## src/rtl/irqagg_pkg.sv

```systemverilog
package irqagg_pkg;
   localparam int ST_W     = 8;
   localparam int EV_PER_CH = 3;
   localparam int CH_STRIDE = 4;
   localparam int EV_TX    = 0;
   localparam int EV_RX    = 1;
   localparam int EV_BRK   = 2;
   localparam int TIE_CNT  = 3;
   localparam int TIE_IPC  = 7;
endpackage

```

## src/rtl/irqagg_blk.sv

```systemverilog
module irqagg_blk
   import irqagg_pkg::*;
#(
   parameter int CH_PER_BLK = 2
) (
   input  logic                  clk,
   input  logic                  rst_n,
   input  logic [CH_PER_BLK-1:0] set_tx,
   input  logic [CH_PER_BLK-1:0] clr_tx,
   input  logic [CH_PER_BLK-1:0] set_rx,
   input  logic [CH_PER_BLK-1:0] clr_rx,
   input  logic [CH_PER_BLK-1:0] set_brk,
   input  logic [CH_PER_BLK-1:0] clr_brk,
   input  logic                  mask_we,
   input  logic [ST_W-1:0]       mask_wd,
   output logic [ST_W-1:0]       status,
   output logic [ST_W-1:0]       mask,
   output logic                  pend
);
   localparam int MAX_CH = ST_W / CH_STRIDE;

   if (CH_PER_BLK != MAX_CH) begin : g_bad_ch
      $error("irqagg_blk: CH_PER_BLK must equal %0d", MAX_CH);
   end

   logic [EV_PER_CH-1:0] ev_q [CH_PER_BLK];

   for (genvar c = 0; c < CH_PER_BLK; c++) begin : g_ch
      logic [EV_PER_CH-1:0] set_v, clr_v, nxt;
      assign set_v = {set_brk[c], set_rx[c], set_tx[c]};
      assign clr_v = {clr_brk[c], clr_rx[c], clr_tx[c]};
      assign nxt   = set_v | (ev_q[c] & ~clr_v);

      always_ff @(posedge clk or negedge rst_n) begin
         if (!rst_n) ev_q[c] <= '0;
         else        ev_q[c] <= nxt;
      end

      assert_set_wins_R3: assert property (@(posedge clk) disable iff (!rst_n)
         set_tx[c] |=> status[c*CH_STRIDE + EV_TX]);
      assert_clear_R3: assert property (@(posedge clk) disable iff (!rst_n)
         (clr_rx[c] && !set_rx[c]) |=> !status[c*CH_STRIDE + EV_RX]);
   end

   always_comb begin
      status = '0;
      for (int c = 0; c < CH_PER_BLK; c++) begin
         status[c*CH_STRIDE +: EV_PER_CH] = ev_q[c];
      end
   end

   always_ff @(posedge clk or negedge rst_n) begin
      if (!rst_n)       mask <= '0;
      else if (mask_we) mask <= mask_wd;
   end

   assign pend = |(status & mask);

   assert_mask_load_R4: assert property (@(posedge clk) disable iff (!rst_n)
      mask_we |=> (mask == $past(mask_wd)));
   assert_tied_bits_R2: assert property (@(posedge clk) disable iff (!rst_n)
      !status[TIE_CNT] && !status[TIE_IPC]);
endmodule

```

## src/rtl/irqagg_vec.sv

```systemverilog
module irqagg_vec #(
   parameter int ADDR_W    = 8,
   parameter int VEC_W     = 8,
   parameter int NUM_LINES = 2,
   parameter int VEC_ADDR  = 1
) (
   input  logic              clk,
   input  logic              rst_n,
   input  logic              id_wr,
   input  logic              mem_wr,
   input  logic [ADDR_W-1:0] sp_addr,
   input  logic [VEC_W-1:0]  wdata,
   input  logic              ack_rd,
   input  logic [ADDR_W-1:0] ack_addr,
   output logic              ack_hit,
   output logic [VEC_W-1:0]  ack_data
);
   logic [VEC_W-1:0] vec_q;
   logic             load;

   assign load = (id_wr || mem_wr) && (sp_addr == ADDR_W'(VEC_ADDR));

   always_ff @(posedge clk or negedge rst_n) begin
      if (!rst_n)    vec_q <= '0;
      else if (load) vec_q <= wdata;
   end

   assign ack_hit  = ack_rd && !ack_addr[0] && ((ack_addr >> 1) < ADDR_W'(NUM_LINES));
   assign ack_data = ack_hit ? vec_q : '0;

   assert_vec_load_R7: assert property (@(posedge clk) disable iff (!rst_n)
      load |=> (vec_q == $past(wdata)));
   assert_vec_hold_R7: assert property (@(posedge clk) disable iff (!rst_n)
      !load |=> $stable(vec_q));
endmodule

```

## src/rtl/irqagg_line.sv

```systemverilog
module irqagg_line #(
   parameter int NUM_BLK = 4
) (
   input  logic [NUM_BLK-1:0]   pend,
   output logic [NUM_BLK/2-1:0] irq
);
   for (genvar l = 0; l < NUM_BLK/2; l++) begin : g_line
      assign irq[l] = pend[2*l] | pend[2*l+1];
   end
endmodule

```

## src/rtl/irqagg_top.sv

```systemverilog
module irqagg_top
   import irqagg_pkg::*;
#(
   parameter int NUM_BLK = 4,
   parameter int ADDR_W  = 8
) (
   input  logic                          clk,
   input  logic                          rst_n,
   input  logic [2*NUM_BLK-1:0]          set_tx,
   input  logic [2*NUM_BLK-1:0]          clr_tx,
   input  logic [2*NUM_BLK-1:0]          set_rx,
   input  logic [2*NUM_BLK-1:0]          clr_rx,
   input  logic [2*NUM_BLK-1:0]          set_brk,
   input  logic [2*NUM_BLK-1:0]          clr_brk,
   input  logic [$clog2(NUM_BLK)-1:0]    reg_sel,
   input  logic                          reg_rd,
   input  logic                          reg_wr,
   input  logic [7:0]                    wdata,
   input  logic                          id_wr,
   input  logic                          mem_wr,
   input  logic [ADDR_W-1:0]             sp_addr,
   input  logic                          ack_rd,
   input  logic [ADDR_W-1:0]             ack_addr,
   output logic [NUM_BLK/2-1:0]          irq,
   output logic [7:0]                    rdata
);
   localparam int CPB       = 2;
   localparam int NUM_LINES = NUM_BLK / 2;

   if (NUM_BLK < 2 || (NUM_BLK % 2) != 0) begin : g_bad_blk
      $error("irqagg_top: NUM_BLK must be even and at least 2");
   end
   if (ADDR_W < 2) begin : g_bad_addr
      $error("irqagg_top: ADDR_W too small");
   end

   logic [ST_W-1:0]    status [NUM_BLK];
   logic [ST_W-1:0]    mask   [NUM_BLK];
   logic [NUM_BLK-1:0] pend;
   logic               ack_hit;
   logic [ST_W-1:0]    ack_data;

   for (genvar b = 0; b < NUM_BLK; b++) begin : g_blk
      irqagg_blk #(.CH_PER_BLK(CPB)) u_blk (
         .clk     (clk),
         .rst_n   (rst_n),
         .set_tx  (set_tx [b*CPB +: CPB]),
         .clr_tx  (clr_tx [b*CPB +: CPB]),
         .set_rx  (set_rx [b*CPB +: CPB]),
         .clr_rx  (clr_rx [b*CPB +: CPB]),
         .set_brk (set_brk[b*CPB +: CPB]),
         .clr_brk (clr_brk[b*CPB +: CPB]),
         .mask_we (reg_wr && (reg_sel == b)),
         .mask_wd (wdata),
         .status  (status[b]),
         .mask    (mask[b]),
         .pend    (pend[b])
      );
   end

   irqagg_line #(.NUM_BLK(NUM_BLK)) u_line (
      .pend (pend),
      .irq  (irq)
   );

   irqagg_vec #(
      .ADDR_W    (ADDR_W),
      .VEC_W     (ST_W),
      .NUM_LINES (NUM_LINES),
      .VEC_ADDR  (1)
   ) u_vec (
      .clk      (clk),
      .rst_n    (rst_n),
      .id_wr    (id_wr),
      .mem_wr   (mem_wr),
      .sp_addr  (sp_addr),
      .wdata    (wdata),
      .ack_rd   (ack_rd),
      .ack_addr (ack_addr),
      .ack_hit  (ack_hit),
      .ack_data (ack_data)
   );

   always_comb begin
      if (reg_rd)      rdata = status[reg_sel];
      else if (ack_rd) rdata = ack_data;
      else             rdata = '0;
   end

   assert_idle_zero_R8: assert property (@(posedge clk) disable iff (!rst_n)
      (!reg_rd && !ack_rd) |-> (rdata == '0));
   assert_ack_other_R6: assert property (@(posedge clk) disable iff (!rst_n)
      (ack_rd && !reg_rd && !ack_hit) |-> (rdata == '0));
   assert_line0_R5: assert property (@(posedge clk) disable iff (!rst_n)
      (((status[0] & mask[0]) | (status[1] & mask[1])) == '0) |-> !irq[0]);
   assert_ack_nochange_R6: assert property (@(posedge clk) disable iff (!rst_n)
      (ack_rd && set_tx == '0 && clr_tx == '0) |=> $stable(status[0][0]));
endmodule

```

## config.mk

```make
export PLATFORM = sky130hd
export DESIGN_NAME = irqagg_top
export DESIGN_NICKNAME = d
export VERILOG_FILES = /design/src/rtl/irqagg_pkg.sv /design/src/rtl/irqagg_blk.sv /design/src/rtl/irqagg_vec.sv /design/src/rtl/irqagg_line.sv /design/src/rtl/irqagg_top.sv
export SDC_FILE = /design/constraint.sdc
export NUM_CORES = 1
export LEC_CHECK = 0
export BUFFER_PORTS_ARGS = -buffer_cell sky130_fd_sc_hd__clkbuf_2
export CORE_MARGIN = 3
export CORE_UTILIZATION = 40
export DETAILED_ROUTE_END_ITERATION = 8
export HOLD_SLACK_MARGIN = 0.05
export PLACE_DENSITY = 0.69
export REMOVE_ABC_BUFFERS = 1
export SLEW_MARGIN = 10
export SYNTH_ARGS = -nofsm -noshare
export SYNTH_HDL_FRONTEND = slang
export SYNTH_SLANG_ARGS = --single-unit
```

## constraint.sdc

```tcl
create_clock -name clk -period 1.1 [get_ports clk]
set_clock_uncertainty 0.15 [all_clocks]
set_input_delay 0.11 -clock clk [delete_from_list [all_inputs] [get_ports clk]]
set_output_delay 0.11 -clock clk [all_outputs]
set_load 0.01 [all_outputs]
```

==> flow_summary.yaml <==
layout:
  multi_input_area_um2: 1100
  num_antenna_cells: 0
  synthToLayoutAreaGrowth_pct: 61.9
  final_cells: 457
  regArea_um2: 1400
  fin_util_pct: 68.8
  num-nets-final: 462
  drive_gt1_share_pct: 49.5
  fin_area_um2: 4170
  nFillCells: 416
cts:
  path_clk_slew_ps: 100
  clock_latency_ps: 310
  cts.sinks: 56
  cts_tree: "yes"
  cts_root_buf: "clkbuf_8"
  htree_num_levels: 2
  clockBufferDepth: 2
  cts_made_buffers: 5
setup_path:
  cpPeakStageDelay_ps: 510
  start_kind: "register"
  cp.required_ps: 840
  crit_fanout: 3
  cp_num_buf_inv: 1
  arrival_ps: 1530
  cp-end-kind: "output pin"
  cpLargestDelayFamily: "multiplexers"
  path_cells: "mux4_2 > nand2_2 > o21ai_2 > buf_2"
  crit_path_top_delay_cell: "mux4_2"
  criticalPathCategory: "reg2out"
route:
  via_per_inst: 4.91
  wl_met1_um: 2900
  met2_length_um: 4010
  drc: 0
  wl_met3_um: 485
  wl_per_cell_um: 16.5
  dr.pass1.iters: 4
  final_antenna_net_count: 0
  routed.top_layer: "met4"
  via_count: 2246
  wl_um: 7540
  drtIter0Drc: 99
yosys:
  ys_types: 22
  synth-adder-area-share_pct: 0
  synth_edf_count: 0
  ys.flop_type: "dfrtp_1"
  netlist_area_um2: 2580
  synth_compound_area_share_pct: 12.6
  async_flop_share_pct: 100
  synth_top_family_by_area: "multiplexers"
  synth.avg_cell_area_um2: 13.6
  yosys.area_share.simple_pct: 7.63
  synth_cells: 190
  yosysSeqAreaShare_pct: 54.4
  ys_ff_latch: 56
  synth_xor_area_share_pct: 0
  muxShareOfSynthArea_pct: 20.4
  yosys_warnings: 0
global_routing:
  grt_pass1_vias: 2491
  grt_overflow: 0
  grt_usage_pct: 21.3
  antenna_found_initial: 0
  grt_max_degree: 57
  grt_pass1_wl_um: 12100
die:
  die_h_um: 86.3
  dieArea_um2: 7440
  initial_core_util_pct: 42.5
  num_io_pins: 91
  row_count: 28
  coreArea_um2: 6060
  die_x_um: 86.3
power:
  p_clk_share_pct: 24.3
  seqPwrFrac_pct: 52.3
  comb_power_share_pct: 23.4
  sw_frac_of_total_pct: 25.6
  power.total_mw: 4.75
  p_sw_mw: 1.22
  internal_power_mw: 3.53
  p_per_area_nw_per_um2: 1140
  p_leak_nw: 2.08
  peakVddDrop_v: 0.000674
timing:
  setup_slack_ps: -687
  rsz0062_at_grt: "true"
  finalSetupViolCount: 11
  post-route-period-util_pct: 162
  fmax_mhz: 560
  final_hold_viol_count: 0
  tns_ps: -5870
  min_period_ps: 1790
  whs_ps: 168
  finalMaxSlewViolations: 0
  tightest_slew_ps: 291
  slew_headroom_pct: 80.6
place:
  hpwl_um: 4760
  portBuffers: 89
  gp_congestion: 0.759
  pre_cts_ws_ps: -435
  placed_cell_area_um2: 3330
  dp.cells: 379
run:
  drv_cap: 0
run_status:
  violations: "negative setup slack"
  status: "finished with violations"
min_path:
  holdCritPathClass: "in2async"
-- power by group through the flow --
stage	registers [mW]	clock network (mW)	logic [mW]
after floorplan	2.44	0	0.425
after global placement	2.49	0	0.809
after detailed placement	2.50	0	0.836
after CTS	2.47	1.18	1.07
after global routing	2.51	1.26	1.21
final	2.48	1.15	1.11
-- synth_stat cells (3+ instances only) --
master	number	area (µm²)
buf_6	3	33.8
inv_1	24	90.1
mux2_2	24	270
o21ai_1	6	30.0
dfrtp_1	56	1400
a21o_1	24	180
mux2_4	8	120
nand2_1	7	26.3
a22o_1	6	52.6
mux4_2	6	135
a221oi_1	6	52.6
nand3_1	9	45.0
-- worst paths after layout --
kind                                               startpoint                            endpoint  slack (ps)  cells past startpoint
max reg2reg                g_blk[3].u_blk.status[5]$_DFF_PN0_  g_blk[3].u_blk.status[5]$_DFF_PN0_         -90                      4
min in group clk                                       reg_wr  g_blk[2].u_blk.mask[4]$_DFFE_PN0P_         170                      3
min reg2reg                g_blk[3].u_blk.mask[2]$_DFFE_PN0P_  g_blk[3].u_blk.mask[2]$_DFFE_PN0P_         370                      1
min                                                     rst_n          u_vec.vec_q[7]$_DFFE_PN0P_         170                      3
max in group asynchronous                               rst_n  g_blk[1].u_blk.mask[6]$_DFFE_PN0P_         380                      3
max                        g_blk[3].u_blk.status[1]$_DFF_PN0_                            rdata[1]        -690                      4
-- registers in the layout, indices dropped and copies added (netlist names) --
register            cells
u_vec.vec_q             8
g_blk.u_blk.mask       24
g_blk.u_blk.status     24
-- metal layers --
layer / GRT usage (%) / vias to the layer above
met1: 23.8 / 1079
met5: 0 / -
met4: 6.66 / 0
met2: 39.7 / 88
li1: - / 1064
met3: 5.13 / 15
-- layout make-up --
| cell class | instances | share of cell area, % |
|---|---|---|
| well taps | 75 | 2.25 |
| multi-input cells | 106 | 26.4 |
| repair buffers | 188 | 33.5 |
| flip-flops and latches | 56 | 33.6 |
| inverters | 24 | 2.16 |
| clock buffers | 8 | 2.16 |
-- repair_timing --
| item | CTS | global route |
|---|---|---|
| pin swaps | 5 | 5 |
| endpoints found under the hold margin | 112 | 0 |
| hold buffers | 57 | 0 |
| setup buffers | 9 | 6 |
| gates resized for setup | 8 | 14 |
| endpoints found under the setup margin | 17 | 20 |
-- cell families (layout without fill, tap and decap cells) --
kind of cell           after synthesis  in the layout
AOI/OAI and AO/OA                   43             43
buffers and inverters               28            220
DFF                                 56             56
muxes                               38             38
and+or+nand+nor                     25             25
-- placed cells by master (no fill, tap or decap), types with 5 or more instances in the layout --
cell type      synthesis  final
a22o_1                 6      6
mux2_2                24     24
a221oi_2               0      6
a21o_1                24     24
o21ai_1                6      5
dfrtp_1               56     56
clkbuf_8               0      6
buf_6                  3      5
clkbuf_2               0     83
buf_4                  0     36
nand2_1                7      6
dlygate4sd3_1          0     57
inv_1                 24     24
mux4_2                 6      6
mux2_4                 8      8
nand3_1                9      9
-- worst reg2reg max path, cell delays in order, from the launching register on --
cell and delay [ps]:
dfrtp_1 410, buf_4 140, buf_6 110, buf_6 100, a21o_1 170
(Power assumes the default switching activity.)
